$ cat config.mk
export PLATFORM = sky130hd
export DESIGN_NAME = mac_unit
export DESIGN_NICKNAME = d
export VERILOG_FILES = /design/src/rtl/mac_pkg.sv /design/src/rtl/ppa_adder.sv /design/src/rtl/ucw_mult.sv /design/src/rtl/mac_accum.sv /design/src/rtl/mac_unit.sv
export SDC_FILE = /design/constraint.sdc
export NUM_CORES = 1
export LEC_CHECK = 0
export ABC_AREA = 1
export ABC_CLOCK_PERIOD_IN_PS = 9800
export BUFFER_PORTS_ARGS = -buffer_cell sky130_fd_sc_hd__buf_4
export CORE_UTILIZATION = 59
export CTS_CLUSTER_SIZE = 8
export DETAILED_ROUTE_END_ITERATION = 10
export PLACE_DENSITY = 0.8
export SLEW_MARGIN = 20
export SYNTH_ARGS = -nofsm -noshare
export SYNTH_HDL_FRONTEND = slang
export SYNTH_SLANG_ARGS = --single-unit
$ cat constraint.sdc
create_clock -name clk -period 9.8 [get_ports clk]
set_clock_uncertainty 0.1 [all_clocks]
set_input_delay 1.96 -clock clk [delete_from_list [all_inputs] [get_ports clk]]
set_output_delay 1.96 -clock clk [all_outputs]
set_load 0.05 [all_outputs]
$ cat src/rtl/mac_pkg.sv
package mac_pkg;

    // Accumulator controller states.
    typedef enum logic {
        ACC_EMPTY = 1'b0,   // sum is known zero: next product is loaded
        ACC_LIVE  = 1'b1    // sum holds accepted products: next product is added
    } acc_state_t;

endpackage

$ cat src/rtl/ppa_adder.sv
// Log-depth parallel prefix adder (dense prefix tree), modulo 2^W.
module ppa_adder #(
    parameter int W = 32
) (
    input  logic [W-1:0] a,
    input  logic [W-1:0] b,
    output logic [W-1:0] sum
);
    localparam int LV = (W > 1) ? $clog2(W) : 1;

    logic [W-1:0] gen [0:LV];
    logic [W-1:0] prp [0:LV];

    assign gen[0] = a & b;
    assign prp[0] = a ^ b;

    for (genvar l = 0; l < LV; l++) begin : g_level
        localparam int D = 1 << l;
        for (genvar i = 0; i < W; i++) begin : g_bit
            if (i >= D) begin : g_node
                assign gen[l+1][i] = gen[l][i] | (prp[l][i] & gen[l][i-D]);
                assign prp[l+1][i] = prp[l][i] & prp[l][i-D];
            end else begin : g_pass
                assign gen[l+1][i] = gen[l][i];
                assign prp[l+1][i] = prp[l][i];
            end
        end
    end

    assign sum = prp[0] ^ {gen[LV][W-2:0], 1'b0};

endmodule

$ cat src/rtl/ucw_mult.sv
// Vertical-and-crosswise multiplier: per-column bit-pair counts, packed
// into non-overlapping rows, rows summed with prefix adders.
module ucw_mult #(
    parameter int N = 16
) (
    input  logic [N-1:0]   a,
    input  logic [N-1:0]   b,
    output logic [2*N-1:0] prod
);
    localparam int PW   = 2 * N;
    localparam int CW   = $clog2(N + 1);
    localparam int NCOL = 2 * N - 1;
    localparam int NR   = CW;

    logic [PW-1:0] rows [0:NR-1];
    logic [PW-1:0] part [0:NR-1];

    always_comb begin
        for (int r = 0; r < NR; r++) rows[r] = '0;
        for (int k = 0; k < NCOL; k++) begin
            logic [CW-1:0] cnt;
            cnt = '0;
            for (int i = 0; i < N; i++) begin
                if ((k - i) >= 0 && (k - i) < N)
                    cnt = cnt + CW'(a[i] & b[k-i]);
            end
            rows[k % NR] = rows[k % NR] | (PW'(cnt) << k);
        end
    end

    assign part[0] = rows[0];

    for (genvar r = 1; r < NR; r++) begin : g_rowsum
        ppa_adder #(.W(PW)) u_add (
            .a   (part[r-1]),
            .b   (rows[r]),
            .sum (part[r])
        );
    end

    assign prod = part[NR-1];

endmodule

$ cat src/rtl/mac_accum.sv
// Accumulation stage: controller plus prefix adder and sum register.
module mac_accum
    import mac_pkg::*;
#(
    parameter int PW = 32,
    parameter int AW = PW + 1
) (
    input  logic          clk,
    input  logic          rst_n,
    input  logic          stg_valid,
    input  logic          stg_clear,
    input  logic [PW-1:0] stg_prod,
    output logic [AW-1:0] acc,
    output logic          acc_valid
);
    acc_state_t    state_q, state_d;
    logic [AW-1:0] prod_w, add_w, acc_d;

    assign prod_w = AW'(stg_prod);

    ppa_adder #(.W(AW)) u_acc_add (
        .a   (acc),
        .b   (prod_w),
        .sum (add_w)
    );

    always_ff @(posedge clk) begin
        if (!rst_n) state_q <= ACC_EMPTY;
        else        state_q <= state_d;
    end

    always_comb begin
        state_d = state_q;
        acc_d   = acc;
        unique case (state_q)
            ACC_EMPTY: begin
                if (stg_valid) begin
                    acc_d   = prod_w;
                    state_d = ACC_LIVE;
                end else begin
                    acc_d   = '0;
                end
            end
            ACC_LIVE: begin
                if (stg_clear && stg_valid) begin
                    acc_d = prod_w;
                end else if (stg_clear) begin
                    acc_d   = '0;
                    state_d = ACC_EMPTY;
                end else if (stg_valid) begin
                    acc_d = add_w;
                end
            end
            default: begin
                acc_d   = '0;
                state_d = ACC_EMPTY;
            end
        endcase
    end

    always_ff @(posedge clk) begin
        if (!rst_n) begin
            acc       <= '0;
            acc_valid <= 1'b0;
        end else begin
            acc       <= acc_d;
            acc_valid <= stg_valid;
        end
    end

endmodule

$ cat src/rtl/mac_unit.sv
// Two-stage multiply-accumulate top.
module mac_unit #(
    parameter int N = 16
) (
    input  logic         clk,
    input  logic         rst_n,
    input  logic         clear,
    input  logic         in_valid,
    input  logic [N-1:0] op_a,
    input  logic [N-1:0] op_b,
    output logic [2*N:0] acc_out,
    output logic         out_valid
);
    localparam int PW = 2 * N;
    localparam int AW = PW + 1;

    logic [PW-1:0] prod_c, prod_q;
    logic          v_q, clr_q;

    ucw_mult #(.N(N)) u_mult (
        .a    (op_a),
        .b    (op_b),
        .prod (prod_c)
    );

    always_ff @(posedge clk) begin
        if (!rst_n) begin
            v_q   <= 1'b0;
            clr_q <= 1'b0;
        end else begin
            v_q   <= in_valid;
            clr_q <= clear;
        end
    end

    always_ff @(posedge clk) begin
        prod_q <= prod_c;
    end

    mac_accum #(.PW(PW), .AW(AW)) u_acc (
        .clk       (clk),
        .rst_n     (rst_n),
        .stg_valid (v_q),
        .stg_clear (clr_q),
        .stg_prod  (prod_q),
        .acc       (acc_out),
        .acc_valid (out_valid)
    );

endmodule

# Yosys cells after proc, flatten, opt, wreduce, memory -nomap -nowiden
# Index checks and enable logic that the tools add are counted.
[op_classes] muxes=9 n_addsub=225 n_bitwise=2022 eq_ne=1 reduce_logical=1
[op_table] operator="AND 1 bit" count=1355
[op_table] operator="adder 5 bit" count=219
[op_table] operator="OR 1 bit" count=625
[op_table] operator="bitwise XOR 32 bit" count=8
[op_table] operator="OR 32 x 31 -> 32 bit" count=4
[op_table] operator="AND 31 bit" count=4
[op_table] operator="two-way mux 33 bit" count=3
[op_table] operator="one-hot mux 33 bit (2 select lines)" count=1
[op_table] operator="bitwise XOR 33 x 32 -> 33 bit" count=1
[op_table] operator="bitwise XOR 33 bit" count=1
[op_table] operator="AND 32 bit" count=1
[op_table] operator="two-way mux 32 bit" count=1
[op_table] operator="OR 32 x 15 -> 32 bit" count=1
[op_table] operator="OR 32 x 16 -> 32 bit" count=1
[op_table] operator="OR 32 x 17 -> 32 bit" count=1
[op_table] operator="OR 32 x 18 -> 32 bit" count=1
[op_table] operator="OR 32 x 19 -> 32 bit" count=1
[op_table] operator="OR 32 x 20 -> 32 bit" count=1
[op_table] operator="OR 32 x 21 -> 32 bit" count=1
[op_table] operator="OR 32 x 22 -> 32 bit" count=1
[op_table] operator="OR 32 x 23 -> 32 bit" count=1
[op_table] operator="OR 32 x 24 -> 32 bit" count=1
[op_table] operator="OR 32 x 25 -> 32 bit" count=1
[op_table] operator="OR 32 x 26 -> 32 bit" count=1
[op_table] operator="18 further kinds" count=23
[totals] out_inout_bits=34 regBits=69

# Longest topological paths before layout
[logic_depth] ltp_word=64 ltp_mapped=52 mapped_depth_nobuf=50

# Modules after synthesis
# A second synthesis with hierarchy kept.
[unflattened] cells_unflattened=3799 hier_area_um2=21440.6
[by_module_without_submodules] module="ucw_mult" cells_per_inst=932 area_per_inst_um2=6832.8 instances=1
[by_module_without_submodules] module="ppa_adder (u_mult.g_rowsum[3].u_add ...)" cells_per_inst=494 area_per_inst_um2=2388.5 instances=2
[by_module_without_submodules] module="ppa_adder (u_mult.g_rowsum[1].u_add ...)" cells_per_inst=495 area_per_inst_um2=2347.3 instances=2
[by_module_without_submodules] module="ppa_adder (u_acc.u_acc_add)" cells_per_inst=526 area_per_inst_um2=2444.8 instances=1
[by_module_without_submodules] module="mac_accum" cells_per_inst=325 area_per_inst_um2=1995.7 instances=1
[by_module_without_submodules] module="mac_unit" cells_per_inst=38 area_per_inst_um2=695.7 instances=1

# Worst setup path after synthesis
# No wires, ideal clock.
[synth_path] kind="in2reg" from="input op_b[7]" to="register prod_q[30]" setup_time_ns=0.112 t_required_ns=9.588 path_stages=45 path_buffers=2 slack_ns=0.058 arrival_ns=9.530 path_cell_list="clkbuf_1 -> clkbuf_1 -> nand2_1 -> inv_1 -> fa_1 -> inv_1 -> fa_1 -> fa_1 -> fa_1 -> inv_1 -> ha_1 -> fa_1 -> inv_1 -> fa_1 -> o21ai_1 -> nand2_1 -> xnor2_1 -> ha_1 -> [... 9 more ...] -> nand4_2 -> o21ai_0 -> xnor2_1 -> inv_1 -> ha_1 -> inv_1 -> o21ai_0 -> inv_1 -> nand2_1 -> nand2_1 -> nand2_1 -> nand3_1 -> nand2_1 -> nand2_1 -> nand2_2 -> nand2_2 -> nand3_1 -> nand2_1"
[synth_between] elab_chain_cells=52
[synth_lines] element="start: declaration" line_no="mac_unit.sv:10" source="input logic [N-1:0] op_b,"
[synth_lines] element="AND 1 bit" line_no="ucw_mult.sv:25" source="cnt = cnt + CW'(a[i] & b[k-i]);"
[synth_lines] element="adder 5 bit (8 in series)" line_no="ucw_mult.sv:25"
[synth_lines] element="OR 32 x 15 -> 32 bit" line_no="ucw_mult.sv:27" source="rows[k % NR] = rows[k % NR] | (PW'(cnt) << k);"
[synth_lines] element="OR 32 x 20 -> 32 bit" line_no="ucw_mult.sv:27"
[synth_lines] element="OR 32 x 25 -> 32 bit" line_no="ucw_mult.sv:27"
[synth_lines] element="OR 32 x 30 -> 32 bit" line_no="ucw_mult.sv:27"
[synth_lines] element="OR 32 x 31 -> 32 bit" line_no="ucw_mult.sv:27"
[synth_lines] element="bitwise XOR 32 bit" line_no="ppa_adder.sv:15" source="assign prp[0] = a ^ b;"
[synth_lines] element="[... 28 more ...]"
[synth_lines] element="bitwise XOR 32 bit or AND 1 bit (tied branches)" line_no="ppa_adder.sv:15, ppa_adder.sv:21"
[synth_lines] element="AND 1 bit or OR 1 bit (tied branches)" line_no="ppa_adder.sv:21" source="assign gen[l+1][i] = gen[l][i] | (prp[l][i] & gen[l][i-D]);"
[synth_lines] element="OR 1 bit or AND 1 bit (tied branches)" line_no="ppa_adder.sv:21"
[synth_lines] element="AND 1 bit or OR 1 bit (tied branches)" line_no="ppa_adder.sv:21"
[synth_lines] element="OR 1 bit or AND 1 bit (tied branches)" line_no="ppa_adder.sv:21"
[synth_lines] element="OR 1 bit (3 in series)" line_no="ppa_adder.sv:21"
[synth_lines] element="bitwise XOR 32 bit (*)" line_no="ppa_adder.sv:30" source="assign sum = prp[0] ^ {gen[LV][W-2:0], 1'b0};"
[synth_lines] element="named net prod_c[30]" line_no="mac_unit.sv:17" source="logic [PW-1:0] prod_c, prod_q;"
[synth_lines] element="end signal: assignment" line_no="mac_unit.sv:37" source="prod_q <= prod_c;"
[synth_lines] element="end: declaration" line_no="mac_unit.sv:17"
# Mark *: on every way through the listed nets, which the timed path passes. The rest lies on a longest branch.
# A chain may end at the register's enable or synchronous reset.

# Worst setup path after layout
[layout_path] from="input op_a[6]" to="register prod_q[31]"
[layout_between] elab_chain_cells=52
[layout_lines] element="start: declaration" line_no="mac_unit.sv:9" source="input logic [N-1:0] op_a,"
[layout_lines] element="AND 1 bit" line_no="ucw_mult.sv:25"
[layout_lines] element="adder 5 bit (10 in series)" line_no="ucw_mult.sv:25"
[layout_lines] element="OR 32 x 20 -> 32 bit" line_no="ucw_mult.sv:27"
[layout_lines] element="OR 32 x 25 -> 32 bit" line_no="ucw_mult.sv:27"
[layout_lines] element="OR 32 x 30 -> 32 bit" line_no="ucw_mult.sv:27"
[layout_lines] element="OR 32 x 31 -> 32 bit" line_no="ucw_mult.sv:27"
[layout_lines] element="bitwise XOR 32 bit" line_no="ppa_adder.sv:15"
[layout_lines] element="AND 1 bit" line_no="ppa_adder.sv:21"
[layout_lines] element="[... 26 more ...]"
[layout_lines] element="bitwise XOR 32 bit or AND 1 bit (tied branches)" line_no="ppa_adder.sv:15, ppa_adder.sv:21"
[layout_lines] element="AND 1 bit or OR 1 bit (tied branches)" line_no="ppa_adder.sv:21"
[layout_lines] element="OR 1 bit or AND 1 bit (tied branches)" line_no="ppa_adder.sv:21"
[layout_lines] element="AND 1 bit or OR 1 bit (tied branches)" line_no="ppa_adder.sv:21"
[layout_lines] element="OR 1 bit or AND 1 bit (tied branches)" line_no="ppa_adder.sv:21"
[layout_lines] element="OR 1 bit (3 in series)" line_no="ppa_adder.sv:21"
[layout_lines] element="bitwise XOR 32 bit (*)" line_no="ppa_adder.sv:30"
[layout_lines] element="named net prod_c[31]" line_no="mac_unit.sv:17"
# Marked as above.

==> summary.md <==
| Metric | Value |
|---|---|
| Outcome | finished, final reports clean |
| Yosys Warn Count | 0 |
| Max Clk Rate | ~110 MHz |
| XOR/XNOR share of the synthesized area | under 10% |
| Final hold slack | 0.392 ns |
| Final Critical Period | 9.41 ns |
| IO Pins | 70 |
| Yosys cell types | 53 |
| Adder-Cell Fraction of Synth Area | 35.6% |
| CP delay by family, top | adder cells |
| Starting density of the core | between 60 and 70% |
| Cts bufs inserted | 9 |
| H-Tree Depth | 3 |
| Async SR Flop Fraction | 0% |
| Fraction of layout cells with a size suffix above 1 | 12.1% |
| Post-layout nets | 2481 |
| Core region area | 0.0235 mm² |
| Synth Net Count | 2413 |
| Clk sinks | 69 |
| Vias/cell | 5.43 |
| CP endpoint kind | flop |
| Final wirelength | 38.3 mm |
| Routed vias | about 13k |
| Cts hold-fix bufs | 0 |
| GR Overflow Total | 0 |
| Placer's final routability congestion estimate | between 0.9 and 1 |
| Average wire per standard cell | 15.6 µm |
| DP Wirelength | 29.7 mm |
| Post-DP Area | 0.0153 mm² |
| Main combinational cell family by area after synthesis | adder cells |
| Row cnt | 56 |
| CP most frequent cell | nand2_1 |
| Min-delay worst type | flop to flop |
| DIE AREA | 0.0246 mm² |
| Post-route ant nets | 0 |
| Tcrit/Tclk final | 96.1% |
| Clock slew at reported path FFs | 0.06 ns |
| Die Width | 157 µm |
| Startpoint Class | primary input |
| Slew Viols, Final | 0 |
| Post-synthesis mux area share | 0% |
| Mapped Cells | 2064 |
| Skew-Pair Late Insertion Delay | 0.34 ns |
| Post-Route Utilization | 67.0% |
| Worst path buffer plus inverter count | 4 |
| GRT Util Overall | 32.4% |
| CP Data Arrival Time | between 9 and 10 ns |
| Vias in the first global route | ~13k |
| Primary FF master, synth | dfxtp_1 |
| Top cell type by total area after synthesis | fa_1 |
| DP Cell Count | about 2.4k |
| Root buffer cell | clkbuf_16 |
| Setup Viol. Count Final | 0 |
| Relative slew margins | roughly half |
| CTS tree | done |
| PortBufs | 69 |
| Fin cells | approximately 2.5k |
| Height of the die | roughly 160 µm |
| Antenna violations before repair | 0 |
| Largest cells by area after synthesis | fa_1 (21%), nand2_1 (15%), ha_1 (14%) |
| First-pass GRT wire length | about 63 mm |
| CTS max path bufs | 2 |
| CP max FO | 14 |
| 1st-pass router iterations | 8 |
| Area added between synthesis and finish | 11.3% |
| Max-cap violations | 0 |
| Area of the mapped netlist | 0.0142 mm² |
| Simple-gate portion of the synthesized area | 24.2% |
| Worst path slowest cell | fa_1 |
| Max incr delay on CP | 0.53 ns |
| Final hold vios | 0 |
| Residual DRC | 0 |
| Pin count of the biggest net entering global routing | 37 |
| Yosys reg bits | 69 |
| Final std cell area, no fill | 0.0158 mm² |
| Synth Area in Compound Gates | between 10% and 20% |
| ANT cells | 0 |
| Top-area cell type share of the netlist area | 21.2% |
| Crit Path Class | primary input to flop |
| Sequential element share of the synthesized area | 9.74% |
| Worst slew pin tran | 0.773 ns |
| CP required | 9.93 ns |
| Post-Syn Area per Cell | 6.87 µm² |
| EDFF count, synth | 0 |
| DR iter-0 viols | 791 |
-- per-layer routing --
layer / global-route usage, % / wire [µm]
met4: 18.5 / 2090
met2: 58.6 / 18600
met1: 37.3 / 15100
met5: 0 / 0
met3: 3.14 / 2410
-- cells in the final DEF, fill, tap and decap left out, types with 4 or more instances in the layout --
cell       count
nand2_1      554
inv_1        414
ha_1         158
fa_1         148
buf_4        141
a21oi_1       92
nand3_1       84
o21ai_0       84
nor2_1        77
dfxtp_1       69
xor2_1        65
a31oi_1       32
nand2_2       29
xnor2_1       27
a21o_1        12
or2_2         11
nand4_1       10
nand2_4        9
clkbuf_16      9
a21oi_2        8
nor3_1         8
nand3_2        7
o21bai_1       6
a32o_1         6
inv_2          5
o21ai_1        5
nand3b_1       4
-- worst reg2reg max path, delay by kind of cell (launching register included) --
family	cells	cell delay, ns
buf+inv	5	1.89
simple gates	4	1.05
flops	1	0.31
-- cells in the mapped netlist, types with 4 or more instances --
cell and n:
nor3_1 9, nand4_1 10, a21oi_1 98, nand2_2 23, nand3_2 5, xor2_1 65, o21ai_1 5, nand3_1 87
o21bai_1 6, nand2_4 9, xnor2_1 29, a31oi_1 33, fa_1 150, nand3b_1 4, dfxtp_1 69, ha_1 163
nor2_1 78, a21o_1 12, inv_1 416, a32o_1 6, nand2_1 560, o21ai_0 86, or2_2 11, clkbuf_1 82
-- sequential cells by signal, indices dropped and copies added (netlist names) --
signal and cells:
clr_q 1, u_acc.state_q 1, v_q 1, prod_q 32, u_acc.acc_valid 1, u_acc.acc 33
-- per-stage QoR --
| step | TNS (ns) | setup WS, ns |
|---|---|---|
| after floorplan | 0 | 0.0578 |
| after global placement | 0 | 0.0722 |
| after detailed placement | -0.159 | -0.0891 |
| after CTS | 0 | 0.223 |
| after global routing | -0.0754 | -0.0754 |
| final | 0 | 0.386 |
-- timing repair --
action                                  CTS  global route
endpoints found under the setup margin    0             7
gates resized for setup                   0            37
setup buffers                             0             9
-- cells by family (layout without fill, tap and decap cells) --
group	count (synthesis)	in the layout
and+or+nand+nor	808	808
AOI/OAI and AO/OA	275	275
adders and majority gates	313	313
DFF	69	69
xor gates and xnor gates	94	94
buffers and inverters	505	578
-- path summary, 6_finish.rpt --
| kind | startpoint | end | slack, ns | depth (start not counted) |
|---|---|---|---|---|
| worst max-delay path | op_a[6] | prod_q[31] | 0.39 | 40 |
| worst min-delay path | prod_q[0] | u_acc.acc[0] | 0.39 | 2 |
| worst max register to register | u_acc.state_q | u_acc.acc[32] | 6.34 | 9 |
| worst min register to register | prod_q[0] | u_acc.acc[0] | 0.39 | 2 |
-- cell type report --
type,count,area [µm²]
clock inverters,6,63.8
well taps,319,399
multi-input cells,1490,11100
clock buffers,10,229
repair buffers,142,1080
fillers,2071,7760
inverters,420,1580
flip-flops and latches,69,1380
Power is not shown: default switching activity piles up to over one toggle a cycle in this logic, so the estimate is an artifact.
